**src/rtl/boot_hdr_pkg.sv**
```systemverilog
package boot_hdr_pkg;
  localparam int BYTE_W = 8;

  typedef enum logic [2:0] {
    ST_IDLE,
    ST_HDR0,
    ST_DECIDE,
    ST_SEL,
    ST_PUB,
    ST_DONE
  } bootState_t;

  typedef struct packed {
    logic capture;   // latch rdData and step to next byte
    logic startSel;  // load selected header index
    logic useWarm;   // selector comes from warmSel, else coldSel
    logic publish;   // move accumulated offset to the output
  } ctrlStrb_t;
endpackage

```
**src/rtl/boot_hdr_ctrl.sv**
```systemverilog
module boot_hdr_ctrl
  import boot_hdr_pkg::*;
(
  input  logic      clk,
  input  logic      rstN,
  input  logic      rdValid,
  input  logic      lastByte,
  input  logic      coldFlag,
  input  logic      warmReq,
  output logic      rdReq,
  output ctrlStrb_t strb
);
  bootState_t state, nextState;

  always_ff @(posedge clk) begin
    if (!rstN) state <= ST_IDLE;
    else       state <= nextState;
  end

  always_comb begin
    nextState = state;
    strb      = '0;
    rdReq     = 1'b0;
    unique case (state)
      ST_IDLE: nextState = ST_HDR0;
      ST_HDR0: begin
        rdReq = 1'b1;
        if (rdValid) begin
          strb.capture = 1'b1;
          if (lastByte) nextState = ST_DECIDE;
        end
      end
      ST_DECIDE: begin
        if (coldFlag) begin
          strb.startSel = 1'b1;
          nextState     = ST_SEL;
        end else begin
          nextState = ST_PUB;
        end
      end
      ST_SEL: begin
        rdReq = 1'b1;
        if (rdValid) begin
          strb.capture = 1'b1;
          if (lastByte) nextState = ST_PUB;
        end
      end
      ST_PUB: begin
        strb.publish = 1'b1;
        nextState    = ST_DONE;
      end
      ST_DONE: begin
        if (warmReq) begin
          strb.startSel = 1'b1;
          strb.useWarm  = 1'b1;
          nextState     = ST_SEL;
        end
      end
      default: nextState = ST_IDLE;
    endcase
  end
endmodule

```
**src/rtl/boot_hdr_dpath.sv**
```systemverilog
module boot_hdr_dpath
  import boot_hdr_pkg::*;
#(
  parameter int ADDR_W    = 24,
  parameter int HDR_BYTES = 32,
  parameter int OFF_BYTES = 3,
  parameter int SEL_W     = 2
) (
  input  logic                       clk,
  input  logic                       rstN,
  input  ctrlStrb_t                  strb,
  input  logic [BYTE_W-1:0]          rdData,
  input  logic [SEL_W-1:0]           coldSel,
  input  logic [SEL_W-1:0]           warmSel,
  output logic [ADDR_W-1:0]          rdAddr,
  output logic                       lastByte,
  output logic                       coldFlag,
  output logic [OFF_BYTES*BYTE_W-1:0] offset,
  output logic                       offsetValid,
  output logic [$clog2((1<<SEL_W)+1)-1:0] bootHdr
);
  localparam int NUM_HDR = (1 << SEL_W) + 1;
  localparam int HIDX_W  = $clog2(NUM_HDR);
  localparam int CNT_W   = $clog2(OFF_BYTES + 1);
  localparam int OFF_W   = OFF_BYTES * BYTE_W;

  logic [HIDX_W-1:0] hdrIdx;
  logic [CNT_W-1:0]  byteIdx;
  logic [OFF_W-1:0]  acc;
  logic [SEL_W-1:0]  selPick;

  assign selPick  = strb.useWarm ? warmSel : coldSel;
  assign lastByte = (byteIdx == CNT_W'(OFF_BYTES));
  assign rdAddr   = ADDR_W'(hdrIdx) * ADDR_W'(HDR_BYTES) + ADDR_W'(byteIdx);

  always_ff @(posedge clk) begin
    if (!rstN) begin
      hdrIdx      <= '0;
      byteIdx     <= '0;
      coldFlag    <= 1'b0;
      acc         <= '0;
      offset      <= '0;
      offsetValid <= 1'b0;
      bootHdr     <= '0;
    end else begin
      offsetValid <= strb.publish;
      if (strb.startSel) begin
        hdrIdx  <= HIDX_W'(selPick) + HIDX_W'(1);
        byteIdx <= CNT_W'(1);
        acc     <= '0;
      end else if (strb.capture) begin
        if (hdrIdx == '0 && byteIdx == '0) coldFlag <= rdData[0];
        else acc <= {acc[OFF_W-BYTE_W-1:0], rdData};
        byteIdx <= byteIdx + CNT_W'(1);
      end
      if (strb.publish) begin
        offset  <= acc;
        bootHdr <= hdrIdx;
      end
    end
  end
endmodule

```
**src/rtl/boot_hdr_select.sv**
```systemverilog
module boot_hdr_select
  import boot_hdr_pkg::*;
#(
  parameter int ADDR_W    = 24,
  parameter int HDR_BYTES = 32,
  parameter int OFF_BYTES = 3,
  parameter int SEL_W     = 2
) (
  input  logic                         clk,
  input  logic                         rstN,
  input  logic [SEL_W-1:0]             coldSel,
  input  logic                         warmReq,
  input  logic [SEL_W-1:0]             warmSel,
  output logic                         rdReq,
  output logic [ADDR_W-1:0]            rdAddr,
  input  logic [7:0]                   rdData,
  input  logic                         rdValid,
  output logic [OFF_BYTES*8-1:0]       offset,
  output logic                         offsetValid,
  output logic [$clog2((1<<SEL_W)+1)-1:0] bootHdr
);
  ctrlStrb_t strb;
  logic      lastByte;
  logic      coldFlag;

  boot_hdr_ctrl i_ctrl (
    .clk      (clk),
    .rstN     (rstN),
    .rdValid  (rdValid),
    .lastByte (lastByte),
    .coldFlag (coldFlag),
    .warmReq  (warmReq),
    .rdReq    (rdReq),
    .strb     (strb)
  );

  boot_hdr_dpath #(
    .ADDR_W    (ADDR_W),
    .HDR_BYTES (HDR_BYTES),
    .OFF_BYTES (OFF_BYTES),
    .SEL_W     (SEL_W)
  ) i_dpath (
    .clk         (clk),
    .rstN        (rstN),
    .strb        (strb),
    .rdData      (rdData),
    .coldSel     (coldSel),
    .warmSel     (warmSel),
    .rdAddr      (rdAddr),
    .lastByte    (lastByte),
    .coldFlag    (coldFlag),
    .offset      (offset),
    .offsetValid (offsetValid),
    .bootHdr     (bootHdr)
  );
endmodule

```
**config.mk**
```make
export PLATFORM = sky130hd
export DESIGN_NAME = boot_hdr_select
export DESIGN_NICKNAME = d
export VERILOG_FILES = /design/src/rtl/boot_hdr_pkg.sv /design/src/rtl/boot_hdr_ctrl.sv /design/src/rtl/boot_hdr_dpath.sv /design/src/rtl/boot_hdr_select.sv
export SDC_FILE = /design/constraint.sdc
export NUM_CORES = 1
export LEC_CHECK = 0
export ABC_AREA = 0
export BUFFER_PORTS_ARGS = -buffer_cell sky130_fd_sc_hd__buf_2
export CAP_MARGIN = 10
export CELL_PAD_IN_SITES_DETAIL_PLACEMENT = 0
export CELL_PAD_IN_SITES_GLOBAL_PLACEMENT = 1
export CORE_MARGIN = 2
export CORE_UTILIZATION = 36
export DETAILED_ROUTE_END_ITERATION = 16
export HOLD_SLACK_MARGIN = 0.05
export PLACE_DENSITY = 0.73
export SLEW_MARGIN = 10
export SYNTH_ARGS = -nofsm -noshare
export SYNTH_HDL_FRONTEND = slang
export SYNTH_HIERARCHICAL = 1
export SYNTH_SLANG_ARGS = --single-unit
```
**constraint.sdc**
```tcl
create_clock -name clk -period 1.9 [get_ports clk]
set_input_delay 0.095 -clock clk [delete_from_list [all_inputs] [get_ports clk]]
set_output_delay 0.095 -clock clk [all_outputs]
set_load 0.03 [all_outputs]
```
# Word level (Yosys, flattened, before mapping)
# Index checks and enable logic that the tools add are counted.
dict set report word_totals {
  register_bits 61
  in_bits 16
  output_inout_bits 53
}
dict set report op_classes {
  add_sub_neg 3
  n_eq_ne 11
  muxes 18
  bitwise 3
  n_reduce_logical 10
}
# cell n
set op_table {}
lappend op_table {{$mux 3} 6}
lappend op_table {{$pmux 3 s6} 1}
lappend op_table {{$add 8x2->9} 1}
lappend op_table {{$mux 1} 8}
lappend op_table {{$eq 3x2->1 const B} 2}
lappend op_table {{$eq 3x3->1 const B} 2}
lappend op_table {{$logic_not 3->1} 2}
lappend op_table {{$ne 2x2->1 const B} 3}
lappend op_table {{$reduce_and 5->1} 1}
lappend op_table {{$mux 2} 2}
lappend op_table {{$ne 2x1->1 const B} 2}
lappend op_table {{$reduce_or 2->1} 2}
lappend op_table {{$add 2x1->3 const B} 1}
lappend op_table {{$eq 3x1->1 const B} 1}
lappend op_table {{$not 1->1} 3}
lappend op_table {{$reduce_and 3->1} 1}
lappend op_table {{$add 2x1->2 const B} 1}
lappend op_table {{$eq 2x2->1 const B} 1}
lappend op_table {{$logic_not 2->1} 1}
lappend op_table {{$pmux 1 s2} 1}
lappend op_table {{$reduce_and 2->1} 1}
lappend op_table {{$reduce_bool 2->1} 1}
lappend op_table {{$logic_and 1x1->1} 1}

# Logic depth before layout (Yosys ltp)
# Gate-level depths: netlist of the first run.
dict set report depth {
  word_depth 5
  depth_mapped 10
  mapped_depth_nobuf 6
}

# Cells and area by module
# Netlist of the first run, hierarchy kept.
# mod n_inst cells_each area_each_um2
set modules_own_cells {}
lappend modules_own_cells {boot_hdr_dpath 1 230 2402.3}
lappend modules_own_cells {boot_hdr_ctrl 1 27 214.0}

# Worst setup path before layout of the first run
# OpenSTA, ideal clock, no wires.
dict set report synth_path {
  path_kind {register -> register}
  startpoint {register i_dpath.byteIdx[0]}
  endpoint {register i_dpath.acc[11]}
  setup_ns 0.119
  arrival_ns 1.738
  required_time_ns 1.781
  slack_ns 0.043
  stages_incl_launch_ff 9
  n_path_buf 3
  path_cell_list {dfxtp_1 > inv_1 > ha_1 > or4b_4 > buf_6 > and2_4 > buf_6 > buf_12 > mux2i_1}
}
dict set report synth_via {
  elab_chain_cells 4
}
# element line_no
set synth_lines {}
lappend synth_lines {{start, declared} boot_hdr_dpath.sv:28} ;# logic [CNT_W-1:0] byteIdx;
lappend synth_lines {{start signal, assigned} boot_hdr_dpath.sv:54} ;# byteIdx <= byteIdx + CNT_W'(1);
lappend synth_lines {{$logic_not 2->1} boot_hdr_dpath.sv:52} ;# if (hdrIdx == '0 && byteIdx == '0) coldFlag <= rdData[0];
lappend synth_lines {{$logic_and 1x1->1} boot_hdr_dpath.sv:52}
lappend synth_lines {{$not 1->1 (no line)} n/a}
lappend synth_lines {{$reduce_and 2->1 (no line)} n/a}
lappend synth_lines {{end signal, assigned} boot_hdr_dpath.sv:53} ;# else acc <= {acc[OFF_W-BYTE_W-1:0], rdData};
lappend synth_lines {{end, declared} boot_hdr_dpath.sv:29} ;# logic [OFF_W-1:0] acc;
# No other way between the ends.
# A chain may end at the register's enable or synchronous reset.

==> summary.md, run 1 <==
| Metric | Value |
|---|---|
| Leading area contributor after synthesis | dfxtp_1 |
| Gr usage total | 13.7% |
| Top achievable clock speed | 585 MHz |
| Routed WL | 5.16 mm |
| Largest cells by area after synthesis | dfxtp_1, mux2i_1, nor2b_1, buf_4, nand2_1 |
| Post-CTS Resized | 0 |
| Crit. End Element | register |
| CTS tree | built |
| First drt pass iteration count | 5 |
| Largest net degree at the start of global routing | 39 |
| Initial core utilization | 36.7% |
| Crit Path Class | register to register |
| Die H | 89.3 µm |
| Initial DRC Count | 71 |
| Initial antenna violation count | 0 |
| PwrDens | 818 nW/µm² |
| Area Growth Syn to Fin | 20.5% |
| Clk_skew | 0.00593 ns |
| Yosys cell types | 33 |
| Seq pwr share | 50.4% |
| Placer congestion estimate | 0.797 |
| # rows | 31 |
| Mapped Area | 2620 µm² |
| DP HPWL | 3.43 mm |
| Synthesized flop and latch total | 61 |
| Synth top area share | 46.7% |
| Die Span X | 89.3 µm |
| Vias per std cell | 4.36 |
| Pleak | 1.25 nW |
| Core area | 7140 µm² |
| # setup viols final | 0 |
| Congestion Overflow GR | 0 |
| Yosys Warn Count | 6 |
| Total chip power | 2.58 mW |
| Tcrit/Tclk final | 90.0% |
| Longest Clk Path Bufs | 2 |
| Pins over their slew limit | 0 |
| Root buf cell | clkbuf_8 |
| Crit path DAT | 1.93 ns |
| Post-CTS setup buffers | 0 |
| Drt drc | 0 |
| Maximum vdd drop | 0.000307 V |
| H-Tree Depth | 3 |
| Clock slew seen by the registers of the worst setup and hold paths | 0.06 ns |
| Crit-path max FO | 3 |
| Status | completed |
| Sequential share of the synthesized area | 46.7% |
| Psw | 0.595 mW |
| Layout cells sized above 1 | 24.8% |
| Post-layout minimum cycle time | 1.71 ns |
| Final WS setup | 0.190 ns |
| # port buffers | 49 |
| TritonCTS buffer count | 9 |
| # nets final | 335 |
| Switching Fraction | 23.1% |
| Global-route wire length before repair | 8.19 mm |
| Cells after Synth | 257 |
| Req. time, crit path | 2.12 ns |
| Gate power share | 7.5% |
| Synth async-reset ratio | 0% |
| Routed wire per std cell | 12.3 µm |
| I/O Pins | 69 |
| Internal power | 1.98 mW |
| Die area | 7970 µm² |
| Via Count | 1821 |
| Clk pwr share | 42.2% |
| RSZ-0062 raised after global routing | false |
| Sink Count | 61 |
| Most used DFF post-synth | dfxtp_1 |
| Post-Syn Area per Cell | 10.2 µm² |
| Pre-CTS setup slack | 0.178 ns |
| Vias in the first global route | 1676 |
| Total negative slack | 0 ns |
| Hold Vio Cnt, Final | 0 |
| Final antenna diode count | 0 |
| Type of origin of the critical path | register |
| Hold crit path type | input port to register |
| Max-Cap Viols | 0 |
| Routed Antenna Nets | 0 |
| Worst hold slack | 0.140 ns |
| EDFF count, synth | 0 |
| Most frequent cells in the layout | dfxtp_1, mux2i_1, buf_2 |
| Most common cell after layout, fill and taps aside | dfxtp_1 |
| Clock latency on the worst-skew pair | 0.33 ns |
-- path summary, 6_finish.rpt --
kind,start,endpoint,cells past startpoint,slack (ns)
max reg2reg,i_ctrl/state[1],i_dpath/hdrIdx[1],6,0.19
min reg2reg,i_dpath/acc[23],i_dpath/acc[23],2,0.46
min,rdValid,i_ctrl/state[1],4,0.14
max,i_ctrl/state[1],i_dpath/hdrIdx[1],6,0.19
-- cells by family after synthesis --
| logic type | Yosys count | synth area share, % |
|---|---|---|
| compound gates | 15 | 3.73 |
| xor+xnor | 1 | 0.335 |
| fa+ha+maj | 3 | 1.43 |
| buf+inv | 40 | 10.1 |
| flops | 61 | 46.7 |
| mux | 51 | 19.6 |
| other cells | 1 | 0.143 |
| simple gates | 85 | 17.9 |
-- cells in the mapped netlist, types with 2 or more instances --
master,number
nand4_1,8
o21ai_1,8
buf_6,3
buf_4,19
inv_1,4
dfxtp_1,61
nor2b_2,2
ha_1,3
mux2i_1,49
buf_2,4
nand2b_1,2
clkbuf_1,9
nand2_1,29
mux2_2,2
and2_1,4
nor2_1,3
nor2b_1,31
-- stage by stage --
step | utilization, % | area (µm²) | instances
CTS | 44.2 | 3150 | 418
global route | 44.2 | 3150 | 418
floorplan | - | 2680 | 275
global placement | 40.5 | 2890 | 396
finish | 44.2 | 3150 | 418
detailed placement | 40.5 | 2890 | 396
-- layout make-up --
type / instances / area (µm²)
Fill cell: 737 / 3980
Sequential cell: 61 / 1220
Multi-Input combinational cell: 174 / 1210
Timing Repair Buffer: 66 / 405
Clock buffer: 12 / 145
Tap cell: 99 / 124
Clock inverter: 2 / 35.0
Inverter: 4 / 15.0
-- routing by layer --
layer	share of wire, %	GRT usage, %
met2	44	20.0
met1	48	18.0
met5	0	0
met3	5.5	3.97
met4	2.2	8.01
-- critical path: stages, from the launching register on --
cell      delay [ns]
dfxtp_1         0.31
nand2b_1        0.18
nor2_1          0.25
mux2_2          0.38
ha_1            0.29
mux2i_1         0.13
nor2b_1         0.06
-- power by group through the flow --
stage	combinational, mW	sequential [mW]	clock [mW]
floorplan	0.169	1.33	0
global placement	0.180	1.33	0
detailed placement	0.181	1.33	0
CTS	0.194	1.30	1.13
global route	0.210	1.30	1.17
finish	0.193	1.30	1.09
-- state kept, by name, indices dropped and copies added, names as in the netlist --
signal / flops
i_ctrl/state: 3
i_dpath/acc: 24
i_dpath/bootHdr: 3
i_dpath/byteIdx: 2
i_dpath/coldFlag: 1
i_dpath/hdrIdx: 3
i_dpath/offset: 24
i_dpath/offsetValid: 1
-- repair_timing --
| item | in CTS | in global routing |
|---|---|---|
| setup endpoints to repair | 0 | 0 |
| hold buffers | 8 | 0 |
| endpoints found under the hold margin | 9 | 0 |
(Power assumes the default switching activity.)
==> run 2, diff against run 1 <==
Settings changed: REMOVE_ABC_BUFFERS from default to 1.
==> run 2 against run 1 <==
  * Register-to-register slack about the same
  * Critical endpoint unchanged
  * Flip-flop and latch count unchanged
  * Maximum frequency decreased by 0.86%
  * Global-route usage decreased by 0.71 points
  * Count of clock-buffer cells in the layout increased by 2
  * Die area unchanged
  * Total power decreased by 2.6%
  * Routed wire length decreased by 4.7%
  * Cell count unchanged
  * Clock skew increased by 0.0040 ns
  * First-iteration DRC count decreased by 44%
==> summary.md, run 2 (synthesis gave the netlist of run 1 again) <==
| Metric | Value |
|---|---|
| Total chip power | 2.51 mW |
| H-Tree Depth | 3 |
| Routed WL | 4.92 mm |
| Via Count | 1816 |
| # port buffers | 49 |
| I/O Pins | 69 |
| Most common cell after layout, fill and taps aside | dfxtp_1 |
| CTS tree | built |
| Hold Vio Cnt, Final | 0 |
| Initial core utilization | 36.7% |
| Crit path cell chain | nand2_1 -> nor2_1 -> mux2_2 -> ha_1 -> mux2i_1 -> nor2b_1 |
| Initial antenna violation count | 0 |
| Bufs and invs on worst path | 0 |
| Reg2reg start | i_ctrl/state[0] |
| CP max-delay cell | dfxtp_1 |
| Final WS setup | 0.176 ns |
| Most frequent cells in the layout | dfxtp_1, mux2i_1, buf_2 |
| Top flop regs | i_dpath/acc x24, i_dpath/offset x24 |
| Largest net degree at the start of global routing | 34 |
| Longest Clk Path Bufs | 2 |
| Drt drc | 0 |
| Vias in the first global route | 1602 |
| Pins over their slew limit | 0 |
| Placer congestion estimate | 0.684 |
| Maximum vdd drop | 0.000478 V |
| Routed wire per std cell | 11.8 µm |
| Area Growth Syn to Fin | 20.1% |
| Non-Filler Cell Area, Final | 3140 µm² |
| DP HPWL | 3.30 mm |
| # setup viols final | 0 |
| Pleak | 1.24 nW |
| Crit Path Class | register to register |
| Congestion Overflow GR | 0 |
| Flop2flop setup slack | 0.18 ns |
| Gr usage total | 13.0% |
| Post-layout minimum cycle time | 1.72 ns |
| Root buf cell | clkbuf_8 |
| WHS Endpoint | i_ctrl/state[1] |
| # nets final | 334 |
| First drt pass iteration count | 4 |
| Crit. End Element | register |
| Reg2reg path depth | 6 |
| TritonCTS buffer count | 9 |
| Pre-CTS setup slack | 0.165 ns |
| Top achievable clock speed | 580 MHz |
| Hold crit path type | input port to register |
| Max-Cap Viols | 0 |
| Req. time, crit path | 2.13 ns |
| Die area | 7970 µm² |
| Layout cells sized above 1 | 24.8% |
| Placed cell area | 2890 µm² |
| Crit-path max cell delay | 0.50 ns |
| Status | completed |
| PwrDens | 799 nW/µm² |
| Hold path start | rdValid |
| Crit path DAT | 1.95 ns |
| Die H | 89.3 µm |
| Hold path cells | 4 |
| Worst hold slack | 0.163 ns |
| Sink Count | 61 |
| RSZ-0062 raised after global routing | false |
| Reg-to-reg endpoint | i_dpath/hdrIdx[1] |
| Tcrit/Tclk final | 90.8% |
| Clk_skew | 0.00992 ns |
| Initial DRC Count | 40 |
| # rows | 31 |
| Worst path top cell family by delay | multiplexers |
| Global-route wire length before repair | 7.65 mm |
| Crit-path max FO | 9 |
| Final antenna diode count | 0 |
| Die Span X | 89.3 µm |
| CP Depth | 6 |
| Routed Antenna Nets | 0 |
| Type of origin of the critical path | register |
| Core area | 7140 µm² |
| Vias per std cell | 4.34 |
| End-of-flow core utilization | 44.0% |
| Clock latency on the worst-skew pair | 0.33 ns |
| Clock slew seen by the registers of the worst setup and hold paths | 0.06 ns |
[run 2: cell count changes in the layout (fill, tap and decap cells not counted)]
cell | before | now
bufinv_16 | 1 | 0
buf_4 | 8 | 7
clkbuf_8 | 10 | 12
[run 2: how the worst max path moves through the flow]
stage	from	endpoint	slack, ns
6_report	i_ctrl/state[0]	i_dpath/hdrIdx[1]	0.18
5_1_grt	i_ctrl/state[0]	i_dpath/hdrIdx[1]	0.08
4_1_cts	i_ctrl/state[0]	i_dpath/hdrIdx[1]	0.16
3_5_place_dp	i_ctrl/state[0]	i_dpath/hdrIdx[1]	0.17
3_3_place_gp	i_ctrl/state[1]	i_dpath/hdrIdx[1]	0.18
2_1_floorplan	i_ctrl/state[2]	i_dpath/bootHdr[0]	-0.75
[run 2: final cells by class]
| class | count | area, µm² |
|---|---|---|
| clock buffers | 14 | 173 |
| clock inverters | 1 | 5.00 |
| fillers | 748 | 3990 |
| inverters | 4 | 15.0 |
| multi-input cells | 174 | 1210 |
| flip-flops and latches | 61 | 1220 |
| well taps | 99 | 124 |
| repair buffers | 65 | 398 |
[run 2: repair_timing]
action / 4_1_cts / 5_1_grt
hold endpoints to repair: 9 / 0
hold buffers: 8 / 0
buffers inserted: 0 / 0
resized for setup: 0 / 0
[run 2: worst register-to-register path, delay by kind of cell, from the launching register on]
family	cells	cell delay, ns
multiplexers	2	0.51
flip-flops	1	0.50
AND/OR/NAND/NOR	3	0.32
adder cells (fa/ha/maj)	1	0.29
[run 2: per-layer routing]
metal | global-route usage [%] | vias to the layer above | share of wire (%) | routed length [µm]
met1 | 17.1 | 823 | 50 | 2440
met2 | 18.9 | 50 | 45 | 2200
met3 | 5.17 | 4 | 4.7 | 233
met4 | 5.83 | 0 | 1.0 | 51
li1 | - | 939 | - | -
met5 | 0 | - | 0 | 0
[run 2: through the flow]
stage          cells  setup TNS (ns)
3_3_place_gp     395               0
2_1_floorplan    239          -30.66
5_1_grt          418               0
3_5_place_dp     395               0
4_1_cts          418               0
6_report         418               0
[run 2: power by group]
part           internal (mW)  switching [mW]
registers               1.29          0.0101
clock network          0.572           0.447
logic                 0.0677           0.124
total                   1.93           0.581
==> run 3, diff against run 2 <==
Settings changed: CORE_MARGIN 2 to 1.
==> run 3 against run 2 <==
  * Sequential power is essentially flat
  * Setup slack lost 0.067 ns
  * Global-route usage increased by 1.5 points
==> summary.md, run 3 (synthesis gave the netlist of run 1 again) <==
| Metric | Value |
|---|---|
| Req. time, crit path | 2.13 ns |
| Most frequent cells in the layout | dfxtp_1, mux2i_1, buf_2 |
| Routed WL | 4.94 mm |
| Drt drc | 0 |
| DP HPWL | 3.31 mm |
| Max-Cap Viols | 0 |
| Hold Vio Cnt, Final | 0 |
| RSZ-0062 raised after global routing | false |
| PwrDens | 794 nW/µm² |
| Largest net degree at the start of global routing | 34 |
| Crit-path max FO | 5 |
| Core area | 6910 µm² |
| CTS tree | built |
| Non-Filler Cell Area, Final | 3120 µm² |
| Initial core utilization | 37.9% |
| Vias per std cell | 4.42 |
| Clock slew seen by the registers of the worst setup and hold paths | 0.07 ns |
| First drt pass iteration count | 4 |
| Crit. End Element | register |
| Initial antenna violation count | 0 |
| Worst path top cell family by delay | multiplexers |
| Longest Clk Path Bufs | 2 |
| Placed cell area | 2870 µm² |
| Pleak | 1.23 nW |
| Tcrit/Tclk final | 94.3% |
| Clock latency on the worst-skew pair | 0.33 ns |
| Die area | 7610 µm² |
| Crit-path max cell delay | 0.39 ns |
| # rows | 30 |
| Congestion Overflow GR | 0 |
| Pins over their slew limit | 0 |
| Placed cell count | 391 |
| Layout cells sized above 1 | 24.9% |
| Die Span X | 87.3 µm |
| Top achievable clock speed | 558 MHz |
| # port buffers | 49 |
| Post-layout minimum cycle time | 1.79 ns |
| Crit path cell chain | nand2b_1 -> nor2_1 -> mux2_2 -> ha_1 -> mux2i_1 -> nor2b_1 |
| Maximum vdd drop | 0.000421 V |
| Sink Count | 61 |
| Most common cell after layout, fill and taps aside | dfxtp_1 |
| Top flop regs | i_dpath/acc x24, i_dpath/offset x24 |
| Fin cells | 413 |
| Gr usage total | 14.5% |
| I/O Pins | 69 |
| Clk_skew | 0.00601 ns |
| # nets final | 333 |
| TritonCTS buffer count | 9 |
| Area Growth Syn to Fin | 19.3% |
| # setup viols final | 0 |
| Routed Antenna Nets | 0 |
| CP max-delay cell | mux2_2 |
| Final antenna diode count | 0 |
| Hold crit path type | input port to register |
| Placer congestion estimate | 0.685 |
| Die H | 87.3 µm |
| Crit Path Class | register to register |
| H-Tree Depth | 3 |
| Vias in the first global route | 1714 |
| Routed wire per std cell | 12.0 µm |
| Type of origin of the critical path | register |
| Worst hold slack | 0.148 ns |
| Root buf cell | clkbuf_8 |
| Initial DRC Count | 71 |
| Post-CTS setup buffers | 0 |
| Storage cell area | 1220 µm² |
| Bufs and invs on worst path | 0 |
| Global-route wire length before repair | 8.26 mm |
| Via Count | 1827 |
| # fillers | 687 |
| Crit path DAT | 2.02 ns |
| Status | completed |
| Multi-input logic area | 1210 µm² |
run 3: changes by cell type in the layout (fill, tap and decap cells not counted):
cell      previous run  this run
buf_4                7         6
clkbuf_1             2         1
clkbuf_8            12        11
clkinv_2             1         2
dfxtp_1             61        60
dfxtp_2              0         1
run 3: metrics by stage:
stage          setup slack [ns]  total power, mW  setup TNS (ns)  util [%]
5_1_grt                  0.0274             2.60               0      45.2
6_report                  0.108             2.48               0      45.2
2_1_floorplan            -0.749             1.45          -30.66         -
3_3_place_gp              0.181             1.50               0      41.6
3_5_place_dp              0.115             1.51               0      41.6
4_1_cts                   0.109             2.52               0      45.2
run 3: worst reg2reg max path, stage by stage, from the launching register on:
cell and delay (ns):
dfxtp_1 0.36, nand2b_1 0.21, nor2_1 0.23, mux2_2 0.39, ha_1 0.31, mux2i_1 0.15
nor2b_1 0.06
run 3: path summary, 6_finish.rpt:
| path | slack [ns] | endpoint | cells past startpoint | start |
|---|---|---|---|---|
| worst max register to register | 0.11 | i_dpath/hdrIdx[1] | 6 | i_ctrl/state[1] |
| worst min register to register | 0.46 | i_dpath/acc[19] | 2 | i_dpath/acc[19] |
| worst min-delay path | 0.15 | i_dpath/offset[16] | 2 | rstN |
| worst max-delay path | 0.11 | i_dpath/hdrIdx[1] | 6 | i_ctrl/state[1] |
run 3: cell type report:
cell class | count | area share, %
timing repair buffer | 64 | 12.5
clock inverter | 2 | 0.321
clock buffer | 12 | 4.97
sequential | 61 | 39.2
inverter | 4 | 0.481
tap | 96 | 3.85
multi-input combinational | 174 | 38.7
run 3: power by group:
part / switching, mW / internal [mW]
sequential: 0.0104 / 1.29
combinational: 0.123 / 0.0681
clock: 0.459 / 0.526
total: 0.593 / 1.88
run 3: timing repair:
item / CTS / global route
hold buffers: 8 / 0
setup endpoints to repair: 0 / 1
gates resized for setup: 0 / 1
hold endpoints to repair: 9 / 0
run 3: metal layers:
| layer | share of wire (%) | track usage, % |
|---|---|---|
| met5 | 0 | 0 |
| met4 | 1.2 | 4.62 |
| met1 | 49 | 18.4 |
| met3 | 5.3 | 6.82 |
| met2 | 44 | 21.7 |
